==> src/rtl/zt_sram_pkg.sv <==
package zt_sram_pkg;

    localparam int LANE_W = 8;

    typedef enum logic {
        OP_READ  = 1'b0,
        OP_WRITE = 1'b1
    } op_e;

    typedef enum logic {
        ORD_LINEAR     = 1'b0,
        ORD_INTERLEAVE = 1'b1
    } order_e;

    // slot within a four-word group for the given step of a burst
    function automatic logic [1:0] burst_slot(input logic [1:0] start,
                                              input logic [1:0] step,
                                              input order_e     mode);
        logic [1:0] r;
        if (mode == ORD_INTERLEAVE) r = start ^ step;
        else                        r = start + step;
        return r;
    endfunction

endpackage

==> src/rtl/zt_sram_burst.sv <==
module zt_sram_burst
    import zt_sram_pkg::*;
#(
    parameter int ADDR_W = 6
) (
    input  logic              clk,
    input  logic              rst,
    input  logic              tick,
    input  logic              load,
    input  logic              step,
    input  logic [ADDR_W-1:0] ext_addr,
    input  order_e            mode,
    output logic [ADDR_W-1:0] cur_addr
);
    localparam int HI_W = ADDR_W - 2;

    logic [ADDR_W-1:0] base_q;
    logic [1:0]        cnt_q;
    logic [1:0]        cnt_nx;

    assign cnt_nx = cnt_q + 2'd1;

    always_comb begin
        if (load) cur_addr = ext_addr;
        else      cur_addr = {base_q[ADDR_W-1 -: HI_W], burst_slot(base_q[1:0], cnt_nx, mode)};
    end

    always_ff @(posedge clk) begin
        if (rst) begin
            base_q <= '0;
            cnt_q  <= 2'd0;
        end else if (tick) begin
            if (load) begin
                base_q <= ext_addr;
                cnt_q  <= 2'd0;
            end else if (step) begin
                cnt_q  <= cnt_nx;
            end
        end
    end

endmodule

==> src/rtl/zt_sram_array.sv <==
module zt_sram_array
    import zt_sram_pkg::*;
#(
    parameter int ADDR_W = 6,
    parameter int LANES  = 4
) (
    input  logic                     clk,
    input  logic                     wr_en,
    input  logic [ADDR_W-1:0]        wr_addr,
    input  logic [LANES-1:0]         lane_en,
    input  logic [LANES*LANE_W-1:0]  wr_data,
    input  logic [ADDR_W-1:0]        rd_addr,
    output logic [LANES*LANE_W-1:0]  rd_data
);
    localparam int DEPTH = 1 << ADDR_W;

    for (genvar g = 0; g < LANES; g++) begin : g_lane
        logic [LANE_W-1:0] cells [DEPTH];

        always_ff @(posedge clk) begin
            if (wr_en && lane_en[g]) cells[wr_addr] <= wr_data[g*LANE_W +: LANE_W];
        end

        assign rd_data[g*LANE_W +: LANE_W] = cells[rd_addr];
    end

endmodule

==> src/rtl/zt_sram.sv <==
module zt_sram
    import zt_sram_pkg::*;
#(
    parameter int ADDR_W = 6,
    parameter int LANES  = 4,
    parameter int DATA_W = LANES * LANE_W
) (
    input  logic              clk,
    input  logic              rst,
    input  logic              hold,
    input  logic              sel_n_a,
    input  logic              sel_n_b,
    input  logic              sel_p,
    input  logic              adv,
    input  logic              wr_n,
    input  logic [ADDR_W-1:0] addr,
    input  logic [LANES-1:0]  lane_we_n,
    input  logic              order_mode,
    input  logic              out_en_n,
    input  logic [DATA_W-1:0] din,
    output logic [DATA_W-1:0] dout,
    output logic              dout_oe
);
    typedef struct packed {
        logic              valid;
        op_e               op;
        logic [ADDR_W-1:0] addr;
        logic [LANES-1:0]  lane_en;
    } stage_t;

    stage_t            stage_q;
    op_e               last_op_q;
    op_e               cmd_op;
    logic              tick;
    logic              selected;
    logic [ADDR_W-1:0] gen_addr;
    logic              wr_en;
    order_e            mode;

    assign tick     = !hold;
    assign selected = !sel_n_a && !sel_n_b && sel_p;
    assign mode     = order_e'(order_mode);

    always_comb begin
        if (adv)       cmd_op = last_op_q;
        else if (wr_n) cmd_op = OP_READ;
        else           cmd_op = OP_WRITE;
    end

    zt_sram_burst #(.ADDR_W(ADDR_W)) u_burst (
        .clk      (clk),
        .rst      (rst),
        .tick     (tick),
        .load     (selected && !adv),
        .step     (selected && adv),
        .ext_addr (addr),
        .mode     (mode),
        .cur_addr (gen_addr)
    );

    always_ff @(posedge clk) begin
        if (rst) begin
            stage_q   <= '0;
            last_op_q <= OP_READ;
        end else if (tick) begin
            stage_q.valid   <= selected;
            stage_q.op      <= cmd_op;
            stage_q.addr    <= gen_addr;
            stage_q.lane_en <= ~lane_we_n;
            if (selected) last_op_q <= cmd_op;
        end
    end

    assign wr_en = tick && stage_q.valid && (stage_q.op == OP_WRITE);

    zt_sram_array #(.ADDR_W(ADDR_W), .LANES(LANES)) u_array (
        .clk     (clk),
        .wr_en   (wr_en),
        .wr_addr (stage_q.addr),
        .lane_en (stage_q.lane_en),
        .wr_data (din),
        .rd_addr (stage_q.addr),
        .rd_data (dout)
    );

    assign dout_oe = stage_q.valid && (stage_q.op == OP_READ) && !out_en_n;

endmodule

==> config.mk <==
export PLATFORM = sky130hd
export DESIGN_NAME = zt_sram
export DESIGN_NICKNAME = d
export VERILOG_FILES = /design/src/rtl/zt_sram_pkg.sv /design/src/rtl/zt_sram_burst.sv /design/src/rtl/zt_sram_array.sv /design/src/rtl/zt_sram.sv
export SDC_FILE = /design/constraint.sdc
export NUM_CORES = 2
export LEC_CHECK = 0
export ABC_CLOCK_PERIOD_IN_PS = 2300
export BUFFER_PORTS_ARGS = -buffer_cell sky130_fd_sc_hd__buf_2
export CAP_MARGIN = 5
export CORE_MARGIN = 5
export CORE_UTILIZATION = 30
export CTS_BUF_LIST = sky130_fd_sc_hd__clkbuf_4
export CTS_CLUSTER_SIZE = 20
export DETAILED_ROUTE_END_ITERATION = 8
export HOLD_SLACK_MARGIN = 0.08
export PLACE_DENSITY = 0.42
export SLEW_MARGIN = 20
export SYNTH_ARGS = -nofsm -noshare
export SYNTH_HDL_FRONTEND = slang
export SYNTH_HIERARCHICAL = 1
export SYNTH_SLANG_ARGS = --single-unit
==> constraint.sdc <==
create_clock -name clk -period 2.3 [get_ports clk]
set_clock_uncertainty 0.1 [all_clocks]
set_input_delay 0.23 -clock clk [delete_from_list [all_inputs] [get_ports clk]]
set_output_delay 0.23 -clock clk [all_outputs]
set_load 0.02 [all_outputs]
==> impl_metrics.env <==
export IMPL_layout_area_overhead_vs_synth_pct=32.8
export IMPL_worstSetupEndpointType="output port"
export IMPL_vias=45441
export IMPL_dr_first_iter_drc_count=3718
export IMPL_cts_sinks=2069
export IMPL_seq_area_frac_synth=0.778
export IMPL_drive_gt1_frac=0.503
export IMPL_final_cell_area_um2=106000
export IMPL_die_h_um=525
export IMPL_place_ws_ns=-1.58
export IMPL_clk_latency_ns=1.27
export IMPL_core_um2=265000
export IMPL_start_kind="flip-flop"
export IMPL_synth_fa_ha_area_frac=0.000157
export IMPL_regArea_um2=61900
export IMPL_final_util=0.399
export IMPL_initial_core_util=0.301
export IMPL_gp_congestion=0.811
export IMPL_cts_tree="built"
export IMPL_syn_inst=3683
export IMPL_critical_path_class="reg2out"
export IMPL_cap_violations=0
export IMPL_critPathMaxFanout=7
export IMPL_muxShareOfSynthArea=0.154
export IMPL_avgViaCountPerCell=4.93
export IMPL_ant_nets=0
export IMPL_synth_cell_types=49
export IMPL_grt_usage=0.189
export IMPL_hold_viol_final=0
export IMPL_rsz0062_at_grt="yes"
export IMPL_wl_per_cell_um=29.2
export IMPL_fill_cells=24137
export IMPL_rr_worst_depth=13
export IMPL_ys_warn_count=6
export IMPL_slew_viol_final=0
export IMPL_grt_pass1_wl_mm=370
export IMPL_overflow=0
export IMPL_violations="negative setup slack"
export IMPL_synthesis_area_um2=79600
export IMPL_grt_max_degree=65
export IMPL_drt_first_pass_iters=5
export IMPL_synth_area_leaders="edfxtp_1 (77%), mux4_2 (14%), nor2_1 (1.4%), o22ai_1 (0.89%), mux2i_1 (0.77%)"
export IMPL_synth_xor_area_frac=0.000393
export IMPL_slew_headroom=0.295
export IMPL_synth_seq_cells=2069
export IMPL_placed_area_um2=92100
export IMPL_setup_violations=2081
export IMPL_worstMarginPinSlew_ns=1.05
export IMPL_worst_slack_ns=-1.82
export IMPL_grt_pass1_vias=47304
export IMPL_period_share=1.79
export IMPL_power_leakage_nw=34.6
export IMPL_final_cells=9212
export IMPL_cp_slowest_stage_delay_ns=0.51
export IMPL_wl_mm=269
export IMPL_die_width_um=525
export IMPL_clkTransAtPathRegs_ns=0.06
export IMPL_numCtsBuffers=572
export IMPL_dp_cells=7956
export IMPL_antenna_found_initial=15
export IMPL_synth_top_family_by_area="multiplexers"
export IMPL_yosys_area_share_simple=0.0270
export IMPL_multi_input_area_um2=18800
export IMPL_holdCritPathClass="in2reg"
export IMPL_synth_compound_area_frac=0.0259
export IMPL_avgSynthCellArea_um2=21.6
export IMPL_final_nets=5325
export IMPL_arrival_ns=3.79
export IMPL_io_pins=85
export IMPL_port_buffers=84
export IMPL_dp_hpwl_mm=178
export IMPL_clk_path_buf_depth=4
export IMPL_fin_crit_ns=4.12
export IMPL_powerDensity_nw_per_um2=753
export IMPL_clock_fmax_mhz=243
export IMPL_status="complete, but fails checks"
export IMPL_cp_slowest_cell="mux4_2"
export IMPL_drcViolationCount=0
export IMPL_synth_top_area_frac=0.773
export IMPL_synth_nets=3736
export IMPL_root_buffer="clkbuf_4"
export IMPL_placementRows=189
export IMPL_htree_levels=6
export IMPL_crit_required_ns=1.97
export IMPL_dieArea_um2=276000
export IMPL_holdPathStages=6
export IMPL_synth_area_leader_cell="edfxtp_1"
export IMPL_vdd_drop_max_mv=0.419
export IMPL_crit_chain="buf_12 -> buf_16 -> buf_12 -> buf_4 -> mux4_2 -> o22ai_1 -> nor2_1 -> a2111oi_2 -> buf_4 -> a221oi_4 -> buf_6"
==> cell type report <==
class | count | area share
tap | 3533 | 0.0418
clock inverter | 104 | 0.00640
inverter | 5 | 0.000178
multi-input combinational | 1392 | 0.178
sequential | 2069 | 0.586
clock buffer | 862 | 0.0612
antenna | 15 | 0.000355
timing repair buffer | 1232 | 0.126
==> routing by layer <==
metal  vias to the layer above  wire (um)  track usage
li1                      19093          -            -
met1                     24556     119000        0.266
met2                      1438     130000        0.306
met3                       346      13500       0.0310
met4                         8       5670       0.0477
met5                         -         51            0
==> cell usage after synthesis (all sizes together) <==
master   instances
a211oi           3
buf            121
o211ai           1
nor3b            7
mux2i           61
ha               1
and3             4
o221ai          22
nor4bb           1
nand2           92
a311oi           1
and3b            4
or3              3
mux2            19
a22o             9
nand3           23
inv              5
o22a            21
clkbuf          96
nor2           296
or4              1
nor2b            6
nor4b            1
xnor3            1
nand2b           8
xnor2            1
mux4           509
dfxtp           21
edfxtp        2048
a221oi          17
nor3            14
o21a             3
and4             5
o22ai          113
a2111oi          5
a21oi           47
or2              4
a22oi           34
nor4            21
and2             7
o21ai           22
and2b            1
a31oi            1
o21bai           3
==> worst max-delay path: cells and delay by family, from the launching register on <==
| kind | cells | cell delay [ns] |
|---|---|---|
| buffers and inverters | 6 | 0.95 |
| AO/OA/AOI/OAI | 3 | 0.59 |
| AND/OR/NAND/NOR | 1 | 0.09 |
| flip-flops | 1 | 0.37 |
| multiplexers | 1 | 0.51 |
==> state kept, by name, summed over array words and instances (netlist names) <==
signal	flops
u_burst/base_q	6
stage_q	12
last_op_q	1
u_burst/cnt_q	2
u_array/g_lane.cells	2048
==> per-stage QoR <==
step	power [W]	hold slack, ns	setup TNS (ns)
after floorplan	0.0440	0.199	0
after global placement	0.0461	0.339	-913.99
after detailed placement	0.0461	0.348	-900.14
after CTS	0.0806	0.117	-415.15
after global routing	0.0831	0.219	-930.85
final	0.0795	0.302	-824.94
==> worst paths after layout <==
check | start | endpoint | slack (ns)
worst max-delay path | stage_q[4] | dout[8] | -1.82
worst min-delay path | sel_n_b | stage_q[11] | 0.30
worst max register to register | stage_q[5] | u_array/g_lane[0].cells[41][0] | -0.60
worst min register to register | stage_q[10] | stage_q[10] | 0.38
==> cells by family (layout without fill, tap and decap cells) <==
family          after synthesis  count (layout)
buf+inv                     222            2203
mux                         589             589
fa+ha+maj                     1               1
other cells                   0              15
xor+xnor                      2               2
flops                      2069            2069
compound gates              302             302
simple gates                498             498
==> report_power, final <==
| group | switching [W] | internal (W) | total (W) |
|---|---|---|---|
| clock network | 0.0153 | 0.0179 | 0.0332 |
| logic | 0.00245 | 0.00243 | 0.00489 |
| registers | 0.0000113 | 0.0414 | 0.0414 |
| total | 0.0178 | 0.0617 | 0.0795 |
==> placed cells by master, fill, tap and decap left out, types with 15 or more instances in the layout <==
cell type	netlist	routed
a21oi_1	47	34
a22oi_1	34	16
a22oi_2	0	18
buf_12	0	192
buf_16	0	27
buf_2	55	54
buf_4	47	658
buf_6	9	122
buf_8	0	43
clkbuf_4	0	862
clkinv_1	0	66
dfxtp_1	21	15
diode_2	0	15
dlygate4sd3_1	0	125
edfxtp_1	2048	2048
mux2i_1	61	51
mux4_2	509	509
nand2_1	92	58
nand2_2	0	21
nor2_1	296	233
nor2_2	0	17
nor2_4	0	46
o221ai_1	22	16
o22ai_1	113	46
o22ai_2	0	48
o22ai_4	0	19
==> repair_timing <==
action	in CTS	in global routing
setup endpoints to repair	2081	2096
hold endpoints to repair	4020	43
buffers inserted	58	91
pin swaps	46	86
cloned	15	6
resized for setup	403	348
hold buffers	129	2
Note: power is estimated with default switching activity, not from simulation.
